File: src/rtl/l2ls_pkg.sv
package l2ls_pkg;

    typedef enum logic [2:0] {
        LS_I  = 3'd0,
        LS_V  = 3'd1,
        LS_M  = 3'd2,
        LS_W  = 3'd3,
        LS_IV = 3'd4,
        LS_WI = 3'd5,
        LS_A  = 3'd6
    } line_state_e;

    typedef enum logic [3:0] {
        EV_NONE,
        EV_READ,
        EV_READ_BYP,
        EV_WRITE_THRU,
        EV_WRITE_EVICT,
        EV_WRITE_DIRTY,
        EV_REPLACE,
        EV_ATOMIC,
        EV_FILL,
        EV_WB_ACK,
        EV_PROBE,
        EV_BAD
    } line_event_e;

    localparam logic [1:0] RK_READ   = 2'd0;
    localparam logic [1:0] RK_WRITE  = 2'd1;
    localparam logic [1:0] RK_ATOMIC = 2'd2;
    localparam logic       RSPK_WBACK = 1'b1;

    localparam int OP_W   = 8;
    localparam int MEM_W  = 4;
    localparam int CORE_W = 2;

    localparam int OP_INV   = 0;
    localparam int OP_ALLOC = 1;
    localparam int OP_MERGE = 2;
    localparam int OP_FILL  = 3;
    localparam int OP_PACK  = 4;
    localparam int OP_UNBLK = 5;
    localparam int OP_PARK  = 6;
    localparam int OP_WAKE  = 7;

    localparam int MC_READ = 0;
    localparam int MC_WT   = 1;
    localparam int MC_WB   = 2;
    localparam int MC_ATOM = 3;

    localparam int CR_DATA = 0;
    localparam int CR_WACK = 1;

    typedef struct packed {
        logic [OP_W-1:0]   op;
        logic [MEM_W-1:0]  mem;
        logic [CORE_W-1:0] core;
        logic              err;
    } line_act_t;

endpackage

File: src/rtl/l2ls_decode.sv
module l2ls_decode
    import l2ls_pkg::*;
(
    input  logic        wb_mode_i,
    input  logic        req_valid_i,
    input  logic [1:0]  req_kind_i,
    input  logic        req_slc_i,
    input  logic        req_avail_i,
    input  logic        rsp_valid_i,
    input  logic        rsp_kind_i,
    input  logic        prb_valid_i,
    output line_event_e ev_o,
    output logic        req_take_o,
    output logic        rsp_take_o,
    output logic        prb_take_o
);

    always_comb begin
        ev_o       = EV_NONE;
        req_take_o = 1'b0;
        rsp_take_o = 1'b0;
        prb_take_o = 1'b0;
        if (rsp_valid_i) begin
            rsp_take_o = 1'b1;
            ev_o       = (rsp_kind_i == RSPK_WBACK) ? EV_WB_ACK : EV_FILL;
        end else if (prb_valid_i) begin
            prb_take_o = 1'b1;
            ev_o       = EV_PROBE;
        end else if (req_valid_i) begin
            req_take_o = 1'b1;
            case (req_kind_i)
                RK_READ:   ev_o = req_slc_i ? EV_READ_BYP : EV_READ;
                RK_WRITE: begin
                    if (req_slc_i)
                        ev_o = req_avail_i ? EV_WRITE_EVICT : EV_WRITE_THRU;
                    else if (wb_mode_i)
                        ev_o = req_avail_i ? EV_WRITE_DIRTY : EV_REPLACE;
                    else
                        ev_o = EV_WRITE_THRU;
                end
                RK_ATOMIC: ev_o = EV_ATOMIC;
                default:   ev_o = EV_BAD;
            endcase
        end
    end

endmodule

File: src/rtl/l2ls_next.sv
module l2ls_next
    import l2ls_pkg::*;
(
    input  line_state_e state_i,
    input  logic        pend_i,
    input  line_event_e ev_i,
    output line_state_e state_o,
    output logic        pend_o,
    output line_act_t   act_o
);

    logic busy;
    logic dirty;
    logic undef;

    always_comb begin
        state_o = state_i;
        pend_o  = pend_i;
        act_o   = '0;
        undef   = 1'b0;
        busy    = (state_i == LS_IV) || (state_i == LS_WI) || (state_i == LS_A);
        dirty   = (state_i == LS_M) || (state_i == LS_W);

        case (ev_i)
            EV_READ: begin
                case (state_i)
                    LS_I: begin
                        act_o.mem[MC_READ] = 1'b1;
                        state_o = LS_IV;
                    end
                    LS_IV: act_o.mem[MC_READ] = 1'b1;
                    LS_V, LS_M: act_o.core[CR_DATA] = 1'b1;
                    LS_W: begin
                        act_o.mem[MC_WB]   = 1'b1;
                        act_o.op[OP_PARK]  = 1'b1;
                        state_o = LS_WI;
                    end
                    default: act_o.op[OP_PARK] = 1'b1;
                endcase
            end

            EV_READ_BYP: begin
                if (busy) begin
                    act_o.op[OP_PARK] = 1'b1;
                end else begin
                    act_o.mem[MC_READ] = 1'b1;
                    act_o.mem[MC_WB]   = dirty;
                    act_o.op[OP_INV]   = (state_i != LS_I);
                    pend_o  = 1'b1;
                    state_o = LS_I;
                end
            end

            EV_WRITE_THRU: begin
                if (busy) begin
                    act_o.op[OP_PARK] = 1'b1;
                end else if (dirty) begin
                    undef = 1'b1;
                end else begin
                    act_o.mem[MC_WT]   = 1'b1;
                    act_o.op[OP_MERGE] = (state_i == LS_V);
                end
            end

            EV_WRITE_EVICT: begin
                case (state_i)
                    LS_I: act_o.mem[MC_WT] = 1'b1;
                    LS_V: begin
                        act_o.mem[MC_WT] = 1'b1;
                        act_o.op[OP_INV] = 1'b1;
                        state_o = LS_I;
                    end
                    LS_M, LS_W: begin
                        act_o.op[OP_MERGE] = 1'b1;
                        act_o.mem[MC_WB]   = 1'b1;
                        act_o.op[OP_INV]   = 1'b1;
                        state_o = LS_I;
                    end
                    default: act_o.op[OP_PARK] = 1'b1;
                endcase
            end

            EV_WRITE_DIRTY: begin
                if (busy) begin
                    act_o.op[OP_PARK] = 1'b1;
                end else begin
                    act_o.op[OP_MERGE]   = 1'b1;
                    act_o.core[CR_WACK]  = 1'b1;
                    case (state_i)
                        LS_I: begin
                            act_o.op[OP_ALLOC] = 1'b1;
                            state_o = LS_W;
                        end
                        LS_V, LS_M: state_o = LS_M;
                        default: state_o = state_i;
                    endcase
                end
            end

            EV_REPLACE: begin
                act_o.op[OP_INV]  = 1'b1;
                act_o.op[OP_PARK] = 1'b1;
                if (dirty) begin
                    act_o.mem[MC_WB] = 1'b1;
                    state_o = LS_WI;
                end else if (!busy) begin
                    state_o = LS_I;
                end
            end

            EV_ATOMIC: begin
                if (busy) begin
                    act_o.op[OP_PARK] = 1'b1;
                end else if (dirty) begin
                    act_o.mem[MC_WB]  = 1'b1;
                    act_o.op[OP_PARK] = 1'b1;
                    state_o = LS_WI;
                end else begin
                    act_o.op[OP_INV]   = 1'b1;
                    act_o.mem[MC_ATOM] = 1'b1;
                    state_o = LS_A;
                end
            end

            EV_FILL: begin
                if (pend_i) begin
                    act_o.core[CR_DATA] = 1'b1;
                    act_o.op[OP_UNBLK]  = 1'b1;
                    act_o.op[OP_WAKE]   = 1'b1;
                    pend_o = 1'b0;
                end else begin
                    case (state_i)
                        LS_IV: begin
                            act_o.op[OP_ALLOC]  = 1'b1;
                            act_o.op[OP_FILL]   = 1'b1;
                            act_o.core[CR_DATA] = 1'b1;
                            act_o.op[OP_UNBLK]  = 1'b1;
                            act_o.op[OP_WAKE]   = 1'b1;
                            state_o = LS_V;
                        end
                        LS_A: begin
                            act_o.core[CR_DATA] = 1'b1;
                            act_o.op[OP_WAKE]   = 1'b1;
                            state_o = LS_I;
                        end
                        default: undef = 1'b1;
                    endcase
                end
            end

            EV_WB_ACK: begin
                if (state_i == LS_WI) begin
                    act_o.op[OP_WAKE] = 1'b1;
                    state_o = LS_I;
                end else if (dirty) begin
                    undef = 1'b1;
                end else begin
                    act_o.core[CR_WACK] = 1'b1;
                end
            end

            EV_PROBE: begin
                act_o.op[OP_PACK] = 1'b1;
                case (state_i)
                    LS_V: begin
                        act_o.op[OP_INV] = 1'b1;
                        state_o = LS_I;
                    end
                    LS_M: state_o = LS_W;
                    default: state_o = state_i;
                endcase
            end

            EV_BAD: undef = 1'b1;

            default: state_o = state_i;
        endcase

        if (undef) begin
            state_o   = state_i;
            pend_o    = pend_i;
            act_o     = '0;
            act_o.err = 1'b1;
        end
    end

endmodule

File: src/rtl/l2ls_delay.sv
module l2ls_delay #(
    parameter int W     = 1,
    parameter int DEPTH = 1
) (
    input  logic         clk,
    input  logic         rst_n,
    input  logic [W-1:0] d_i,
    output logic [W-1:0] q_o
);

    generate
        if (DEPTH == 0) begin : g_wire
            assign q_o = d_i;
        end else begin : g_pipe
            logic [W-1:0] stage_q [DEPTH];

            always_ff @(posedge clk or negedge rst_n) begin
                if (!rst_n) begin
                    for (int i = 0; i < DEPTH; i++) stage_q[i] <= '0;
                end else begin
                    stage_q[0] <= d_i;
                    for (int i = 1; i < DEPTH; i++) stage_q[i] <= stage_q[i-1];
                end
            end

            assign q_o = stage_q[DEPTH-1];
        end
    endgenerate

endmodule

File: src/rtl/l2_line_ctrl.sv
module l2_line_ctrl
    import l2ls_pkg::*;
#(
    parameter int REQ_LAT = 50,
    parameter int RSP_LAT = 20
) (
    input  logic              clk,
    input  logic              rst_n,
    input  logic              wb_mode_i,
    input  logic              req_valid_i,
    input  logic [1:0]        req_kind_i,
    input  logic              req_slc_i,
    input  logic              req_avail_i,
    input  logic              rsp_valid_i,
    input  logic              rsp_kind_i,
    input  logic              prb_valid_i,
    output logic              req_take_o,
    output logic              rsp_take_o,
    output logic              prb_take_o,
    output logic [2:0]        state_o,
    output logic [OP_W-1:0]   line_op_o,
    output logic [MEM_W-1:0]  mem_cmd_o,
    output logic [CORE_W-1:0] core_rsp_o,
    output logic              err_o
);

    typedef struct packed {
        line_state_e     state;
        logic            pend;
        logic [OP_W-1:0] op;
        logic            err;
    } ctl_t;

    ctl_t        ctl_d, ctl_q;
    line_event_e ev;
    line_state_e state_nx;
    logic        pend_nx;
    line_act_t   act;

    l2ls_decode u_decode (
        .wb_mode_i   (wb_mode_i),
        .req_valid_i (req_valid_i),
        .req_kind_i  (req_kind_i),
        .req_slc_i   (req_slc_i),
        .req_avail_i (req_avail_i),
        .rsp_valid_i (rsp_valid_i),
        .rsp_kind_i  (rsp_kind_i),
        .prb_valid_i (prb_valid_i),
        .ev_o        (ev),
        .req_take_o  (req_take_o),
        .rsp_take_o  (rsp_take_o),
        .prb_take_o  (prb_take_o)
    );

    l2ls_next u_next (
        .state_i (ctl_q.state),
        .pend_i  (ctl_q.pend),
        .ev_i    (ev),
        .state_o (state_nx),
        .pend_o  (pend_nx),
        .act_o   (act)
    );

    always_comb begin
        ctl_d.state = state_nx;
        ctl_d.pend  = pend_nx;
        ctl_d.op    = act.op;
        ctl_d.err   = act.err;
    end

    always_ff @(posedge clk or negedge rst_n) begin
        if (!rst_n) ctl_q <= '0;
        else        ctl_q <= ctl_d;
    end

    l2ls_delay #(.W(MEM_W), .DEPTH(REQ_LAT)) u_mem_dly (
        .clk   (clk),
        .rst_n (rst_n),
        .d_i   (act.mem),
        .q_o   (mem_cmd_o)
    );

    l2ls_delay #(.W(CORE_W), .DEPTH(RSP_LAT)) u_core_dly (
        .clk   (clk),
        .rst_n (rst_n),
        .d_i   (act.core),
        .q_o   (core_rsp_o)
    );

    assign state_o   = ctl_q.state;
    assign line_op_o = ctl_q.op;
    assign err_o     = ctl_q.err;

endmodule

File: config.mk
export PLATFORM = sky130hd
export DESIGN_NAME = l2_line_ctrl
export DESIGN_NICKNAME = d
export VERILOG_FILES = /design/src/rtl/l2ls_pkg.sv /design/src/rtl/l2ls_decode.sv /design/src/rtl/l2ls_next.sv /design/src/rtl/l2ls_delay.sv /design/src/rtl/l2_line_ctrl.sv
export SDC_FILE = /design/constraint.sdc
export NUM_CORES = 1
export LEC_CHECK = 0
export CAP_MARGIN = 15
export CORE_MARGIN = 8
export CORE_UTILIZATION = 53
export DETAILED_ROUTE_END_ITERATION = 12
export GPL_ROUTABILITY_DRIVEN = 1
export PLACE_DENSITY = 0.72
export SLEW_MARGIN = 20
export SYNTH_ARGS = -nofsm -noshare
export SYNTH_HDL_FRONTEND = slang
export SYNTH_SLANG_ARGS = --single-unit
File: constraint.sdc
create_clock -name clk -period 2.3 [get_ports clk]
set_input_delay 0.345 -clock clk [delete_from_list [all_inputs] [get_ports clk]]
set_output_delay 0.345 -clock clk [all_outputs]
set_load 0.02 [all_outputs]
==> results by group, run 1 <==
Detailed routing
  • DRC: 0
  • TritonRoute pass-1 iters: 5
  • Vias per inst: ~5.2
  • Vias after detailed routing: between 3k and 4k
  • Routed Antenna Nets: 0
  • DR iter-0 viols: 313
  • Total routed wirelength: between 10 and 15 mm
  • Drt wl/cell: 21.0 µm

Synth
  • YS warnings: 0
  • Yosys cell types: 53
  • Seq/Total Area, Yosys: 85.9%
  • Post-synth EDFFs: 0
  • Gate Count Post-Synth: around 410
  • Ys flop type: dfrtp_1
  • Post-synthesis net count: 425
  • Synth async-reset ratio: 100%
  • Mapped Avg Cell Area: roughly 18 µm²
  • Seq cells post-synth: 253
  • Post-synthesis instance area: 7370 µm²

Worst setup path
  • Reg2reg setup slack: 1 ps
  • CP Capture Type: flip-flop
  • Crit path DAT: 2700 ps
  • Worst r2r path cells: 7
  • Worst path required time: roughly 2700 ps
  • Critical Path Start Type: flip-flop
  • Reg2reg end: state_o[2]$_DFFE_PN0P_
  • Crit Path Class: flip-flop to flip-flop
  • Origin of the critical flop-to-flop path: state_o[0]$_DFFE_PN0P_
  • Crit path max fanout: 4

Hold path
  • Hold_sp: req_kind_i[1]
  • Hold EP: line_op_o[6]$_DFF_PN0_
  • Worst Hold Depth: 3
  • Hold Crit Class: primary input to flip-flop

Placed design
  • Global placement routability congestion: around 0.82
  • Port bufs: 31
  • Dpl hpwl: 7.78 mm
  • Placed cell count: 662

GRT
  • GR Util All Layers: about 17%
  • Initial antenna violation count: 0
  • Vias in the first global route: about 4.2k
  • First-pass GRT wire length: 23.7 mm
  • Pin count of the biggest net entering global routing: 85
  • Total gr overflow: 0

Power
  • Pwr Density: around 1000 nW/µm²
  • Total power: 0.00937 W
  • LEAKAGE: 4.71 nW
  • VDD IR-drop max: 0.499 mV

Clock tree
  • Clk buf depth: 3
  • CTS Sinks: 253
  • Clock Latency Late Sink: 510 ps
  • Clock tree from TritonCTS: built
  • Clock slew at reported path FFs: 60 ps
  • Root Driver: clkbuf_16
  • Total CTS buffers: 24
  • H-Tree Depth: 1

Floorplanning
  • Row cnt: 43
  • Core area: 13700 µm²
  • Die W: about 130 µm
  • Die area: 17900 µm²
  • DIE HEIGHT: between 100 and 150 µm
  • Initial core utilization: 53.7%
  • IO Count: 32

STA
  • Fmax: 435 MHz
  • Fin. max-slew vios: 0
  • WHS: around 240 ps
  • Final setup vio count: 0
  • Crit path time final: 2300 ps
  • Hold Violations, Final: 0
  • Clk_skew: 20.3 ps
  • Slew @ Worst Pin: 618 ps
  • Slew headroom: between 50% and 60%
  • Final period util: 99.9%

Cells and area
  • Area grow syn2layout: 24.1%
  • Post-Layout Cell Count: 711
  • Nets: about 530
  • Fraction of layout instances using a drive strength above 1: 23.9%
  • Fillers: 876
  • # diodes: 0

Run
  • MaxCap Viol Count: 0

Run status
  • Status: complete, no violations
-- per-stage QoR --
step | utilization [%] | TNS (ps) | worst slack [ps] | instance area, µm²
2_1_floorplan | - | 0 | 36.5 | 7370
3_3_place_gp | 59.9 | -2880 | -446 | 8210
5_1_grt | 66.7 | -189 | -87.7 | 9150
6_report | 66.7 | 0 | 1.37 | 9150
3_5_place_dp | 59.9 | -3140 | -551 | 8210
4_1_cts | 65.3 | 0 | 5.89 | 8960
-- cells in the mapped netlist, types with 2 or more instances --
library cell    n  area, µm²
a22oi_1         2       15.0
dfrtp_1       253       6330
inv_1           5       18.8
o32ai_1         2       17.5
nand2b_1        4       25.0
buf_6           4       45.0
nor2b_1         4       25.0
a32oi_1         2       17.5
o21ai_0        15       75.1
nand2_1        11       41.3
o31ai_1         4       30.0
or2_1           2       12.5
nor2_1         20       75.1
a2111oi_0       3       26.3
buf_4           9       67.6
a311oi_1        3       26.3
nor4_1          2       12.5
a211oi_1        2       15.0
o211ai_1        3       22.5
a22o_1          2       17.5
a31oi_1         3       18.8
clkbuf_1        3       11.3
nand3_1         7       35.0
nor3_1          5       25.0
a21oi_1        14       70.1
buf_2           3       15.0
-- kinds of logic after synthesis --
kind of cell    share of synthesized area [%]
simple gates                             4.74
flops                                    85.9
mux                                     0.204
compound gates                           6.81
buf+inv                                  2.34
-- sequential cells by signal, indices dropped and copies added (netlist names) --
name	count
u_core_dly.q_o	2
u_mem_dly.q_o	4
u_mem_dly.g_pipe.stage_q	196
state_o	3
err_o	1
line_op_o	8
ctl_q	1
u_core_dly.g_pipe.stage_q	38
-- area by class of cell --
class	instances	area [µm²]	area share [%]
tap	180	225	2.46
timing repair buffer	97	860	9.40
clock buffer	34	688	7.52
clock inverter	6	43.8	0.479
sequential	253	6330	69.2
multi-input combinational	135	975	10.7
inverter	6	25.0	0.274
-- metal layers --
metal,part of all wire (%),GRT usage (%)
met1,43,23.0
met2,48,26.6
met3,6.4,3.66
met4,3.0,6.05
met5,0,0
-- power breakdown --
group          leakage, nW  internal [W]  switching [W]  total [W]
Combinational        0.872      0.000363       0.000509   0.000872
Clock                0.360       0.00208        0.00163    0.00370
Sequential            3.48       0.00468       0.000106    0.00479
Total                 4.71       0.00713        0.00224    0.00937
-- how the worst max path moves through the flow --
| stage | cells past startpoint | slack [ps] | from | to |
|---|---|---|---|---|
| floorplan | 7 | 40 | state_o[2]$_DFFE_PN0P_ | state_o[2]$_DFFE_PN0P_ |
| global placement | 8 | -450 | req_slc_i | state_o[1]$_DFFE_PN0P_ |
| detailed placement | 7 | -550 | req_slc_i | state_o[2]$_DFFE_PN0P_ |
| CTS | 10 | 6 | rsp_valid_i | state_o[2]$_DFFE_PN0P_ |
| global route | 7 | -90 | state_o[0]$_DFFE_PN0P_ | state_o[2]$_DFFE_PN0P_ |
| finish | 7 | 1 | state_o[0]$_DFFE_PN0P_ | state_o[2]$_DFFE_PN0P_ |
-- critical path, cell delays in order (launching register included) --
cell      delay, ps
dfrtp_1         420
nor2b_1         300
a21oi_1         120
o21ai_1         190
o21ai_2         100
a2111o_1        510
or2_4           300
o32ai_2         260
-- layout by cell type (no fill, tap or decap), types with 3 or more instances in the layout --
cell type	instances
dfrtp_1	253
buf_4	61
clkbuf_16	24
nor2_1	20
clkdlybuf4s50_1	20
a21oi_1	14
nand2_1	11
o21ai_0	11
nand3_1	7
dlymetal6s2s_1	7
inv_1	5
clkbuf_1	5
clkbuf_8	5
nor3_1	4
nand2b_1	4
clkinv_2	4
nor2b_1	3
o211ai_1	3
o21ai_1	3
dlygate4sd2_1	3
-- timing repair --
item / in CTS / in global routing
buffers inserted: 0 / 8
hold buffers: 1 / 0
setup endpoints to repair: 5 / 4
endpoints found under the hold margin: 79 / 0
pin swaps: 0 / 8
gates resized for setup: 5 / 33
Note: power is estimated with default switching activity, not from simulation.
==> run 2: changes to the inputs <==
--- a/config.mk
+++ b/config.mk
@@ -5,12 +5,14 @@
 export SDC_FILE = /design/constraint.sdc
 export NUM_CORES = 1
 export LEC_CHECK = 0
+export ABC_AREA = 1
 export CAP_MARGIN = 15
 export CORE_MARGIN = 8
-export CORE_UTILIZATION = 53
+export CORE_UTILIZATION = 52
 export DETAILED_ROUTE_END_ITERATION = 12
 export GPL_ROUTABILITY_DRIVEN = 1
-export PLACE_DENSITY = 0.72
+export PLACE_DENSITY = 0.71
+export SKIP_LAST_GASP = 1
 export SLEW_MARGIN = 20
 export SYNTH_ARGS = -nofsm -noshare
 export SYNTH_HDL_FRONTEND = slang
==> run 2 against run 1 <==
  * Sequential cell count unchanged
  * Utilization decreased by 3.7 points
  * Register-to-register slack improved by 450 ps
  * Critical endpoint is now state_o[2]
  * Highest routed layer unchanged
==> results by group, run 2 <==
Placed design
  • Dpl hpwl: 6.57 mm
  • Global placement routability congestion: 0.885
  • Port bufs: 31

Clock tree
  • Root Driver: clkbuf_16
  • Clock Latency Late Sink: 510 ps
  • H-Tree Depth: 1
  • Clk buf depth: 3
  • Total CTS buffers: 24
  • Clock tree from TritonCTS: built
  • Setup repair bufs after CTS: 0
  • CTS Sinks: 253
  • Clock slew at reported path FFs: approximately 60 ps

Synth
  • Post-synthesis net count: 450
  • Most area-hungry cell type in the Yosys netlist: dfrtp_1
  • Gate Count Post-Synth: between 400 and 500
  • Seq cells post-synth: around 250
  • Mapped Avg Cell Area: 16.6 µm²
  • Seq/Total Area, Yosys: 86.7%
  • Area share of the largest cell type after synthesis: 86.7%
  • YS warnings: 0
  • Top cells by count, synth: dfrtp_1, nand2_1, nor2_1
  • Top cells by area, synth: dfrtp_1, nand2_1, nand3_1
  • Synth async-reset ratio: 100%
  • Yosys cell types: 26
  • Post-synth EDFFs: 0
  • Post-synthesis instance area: 7300 µm²
  • Ys flop type: dfrtp_1
  • Most common cell in the netlist: dfrtp_1

Detailed routing
  • Drt wl/cell: 18.4 µm
  • Vias after detailed routing: 3369
  • DRC: 0
  • TritonRoute pass-1 iters: 4
  • Total routed wirelength: 12.7 mm
  • Vias per inst: a little under 5
  • Routed Antenna Nets: 0
  • DR iter-0 viols: around 260

GRT
  • Vias in the first global route: 3855
  • Pin count of the biggest net entering global routing: just under 70
  • GR Util All Layers: 15.3%
  • Total gr overflow: 0
  • Initial antenna violation count: 0
  • First-pass GRT wire length: 21.6 mm

STA
  • Clk_skew: 26.8 ps
  • Slew headroom: 69.3%
  • Fmax: around 470 MHz
  • Fin Setup TNS: 0 ps
  • Final period util: 92.9%
  • Hold Violations, Final: 0
  • Fin. max-slew vios: 0
  • Crit path time final: 2140 ps
  • RSZ-0062 raised after global routing: false
  • Final setup vio count: 0
  • Slew @ Worst Pin: 461 ps

Run
  • MaxCap Viol Count: 0

Worst setup path
  • Crit path DAT: 1790 ps
  • Worst path required time: 1960 ps
  • Crit Path Class: flip-flop to output port
  • CP startpoint: state_o[2]$_DFFE_PN0P_
  • CP Capture Type: output port
  • Slowest CP cell: clkdlybuf4s50_1
  • Critical Path Start Type: flip-flop
  • Origin of the critical flop-to-flop path: state_o[1]$_DFFE_PN0P_
  • CP bufs+invs: 1
  • Crit path max fanout: 12
  • Top delay family on crit path: buffers and inverters
  • Worst path max stage delay: 690 ps
  • Ordered list of cells on the worst path: clkdlybuf4s50_1

Floorplanning
  • Die area: 18100 µm²
  • Core area: 13800 µm²
  • Row cnt: between 40 and 50
  • Initial core utilization: 52.8%
  • DIE HEIGHT: 135 µm
  • IO Count: 32
  • Die W: 135 µm

Cells and area
  • Area occupied by multi-input gates: between 800 and 900 µm²
  • Sequential cell area: 6330 µm²
  • # diodes: 0
  • Nets: 507
  • Fillers: 940
  • Finished Core Util: 63.0%
  • Commonest non-fill, non-tap cell in the layout: dfrtp_1
  • Fraction of layout instances using a drive strength above 1: roughly 16%
  • Area grow syn2layout: 19.3%
  • Max reg flops: ~200
  • Most frequent cells in the layout: dfrtp_1, nand2_1, clkdlybuf4s50_1, nor2_1, clkbuf_16
  • Top reg by flops: u_mem_dly.g_pipe.stage_q

Hold path
  • Hold Crit Class: flip-flop to flip-flop
  • Hold_sp: u_core_dly.g_pipe.stage_q[30]$_DFF_PN0_

Power
  • Pwr Density: 1100 nW/µm²
  • LEAKAGE: 4.54 nW
  • Total power: 0.00955 W
  • VDD IR-drop max: 0.507 mV

Run status
  • Status: complete, no violations
## run 2: final cells by class
class                           instances  area share (%)
Sequential cell                       253            72.7
Multi-Input combinational cell        151            9.24
Tap cell                              180            2.59
Clock buffer                           30            7.39
Inverter                               26            1.12
Timing Repair Buffer                   40            4.89
Clock inverter                         12            2.08
## run 2: report_power, final
part	internal, W	switching, W	total (W)
Clock	0.00244	0.00164	0.00408
Combinational	0.000216	0.000429	0.000645
Sequential	0.00469	0.000143	0.00483
## run 2: kinds of logic (layout without fill, tap and decap cells)
group	after synthesis	after routing	share of synthesized area (%)
AND/OR/NAND/NOR	133	133	9.42
AO/OA/AOI/OAI	18	18	1.59
flip-flops	253	253	86.7
buffers and inverters	35	108	2.28
## run 2: what timing repair did
action	4_1_cts	5_1_grt
hold buffers	1	0
endpoints found under the hold margin	59	0
setup endpoints to repair	0	1
gates resized for setup	0	1
## run 2: final timing paths
check,endpoint,slack (ps),cells after the start
setup / recovery,state_o[2],160,1
hold / removal,u_core_dly.g_pipe.stage_q[28]$_DFF_PN0_,340,0
setup reg to reg,state_o[2]$_DFFE_PN0P_,450,9
hold reg to reg,u_core_dly.g_pipe.stage_q[28]$_DFF_PN0_,340,0
max in group asynchronous,u_mem_dly.g_pipe.stage_q[64]$_DFF_PN0_,1210,3
min in group asynchronous,u_mem_dly.g_pipe.stage_q[13]$_DFF_PN0_,380,2
## run 2: per-layer routing
metal	routed length, µm	GRT usage (%)	vias to the layer above
met5	0	0	-
met3	617	2.79	18
li1	-	-	1486
met4	198	3.93	0
met1	5900	22.5	1772
met2	5990	23.1	93
## run 2: stage by stage
| stage | worst slack [ps] | cells | hold WS, ps | area, µm² |
|---|---|---|---|---|
| after CTS | 70.7 | 692 | 343 | 8710 |
| after detailed placement | 62.0 | 649 | 311 | 7870 |
| final | 164 | 692 | 340 | 8710 |
| after global routing | 66.7 | 692 | 349 | 8710 |
| after global placement | 99.0 | 649 | 295 | 7870 |
| after floorplan | 706 | 439 | 49.4 | 7300 |
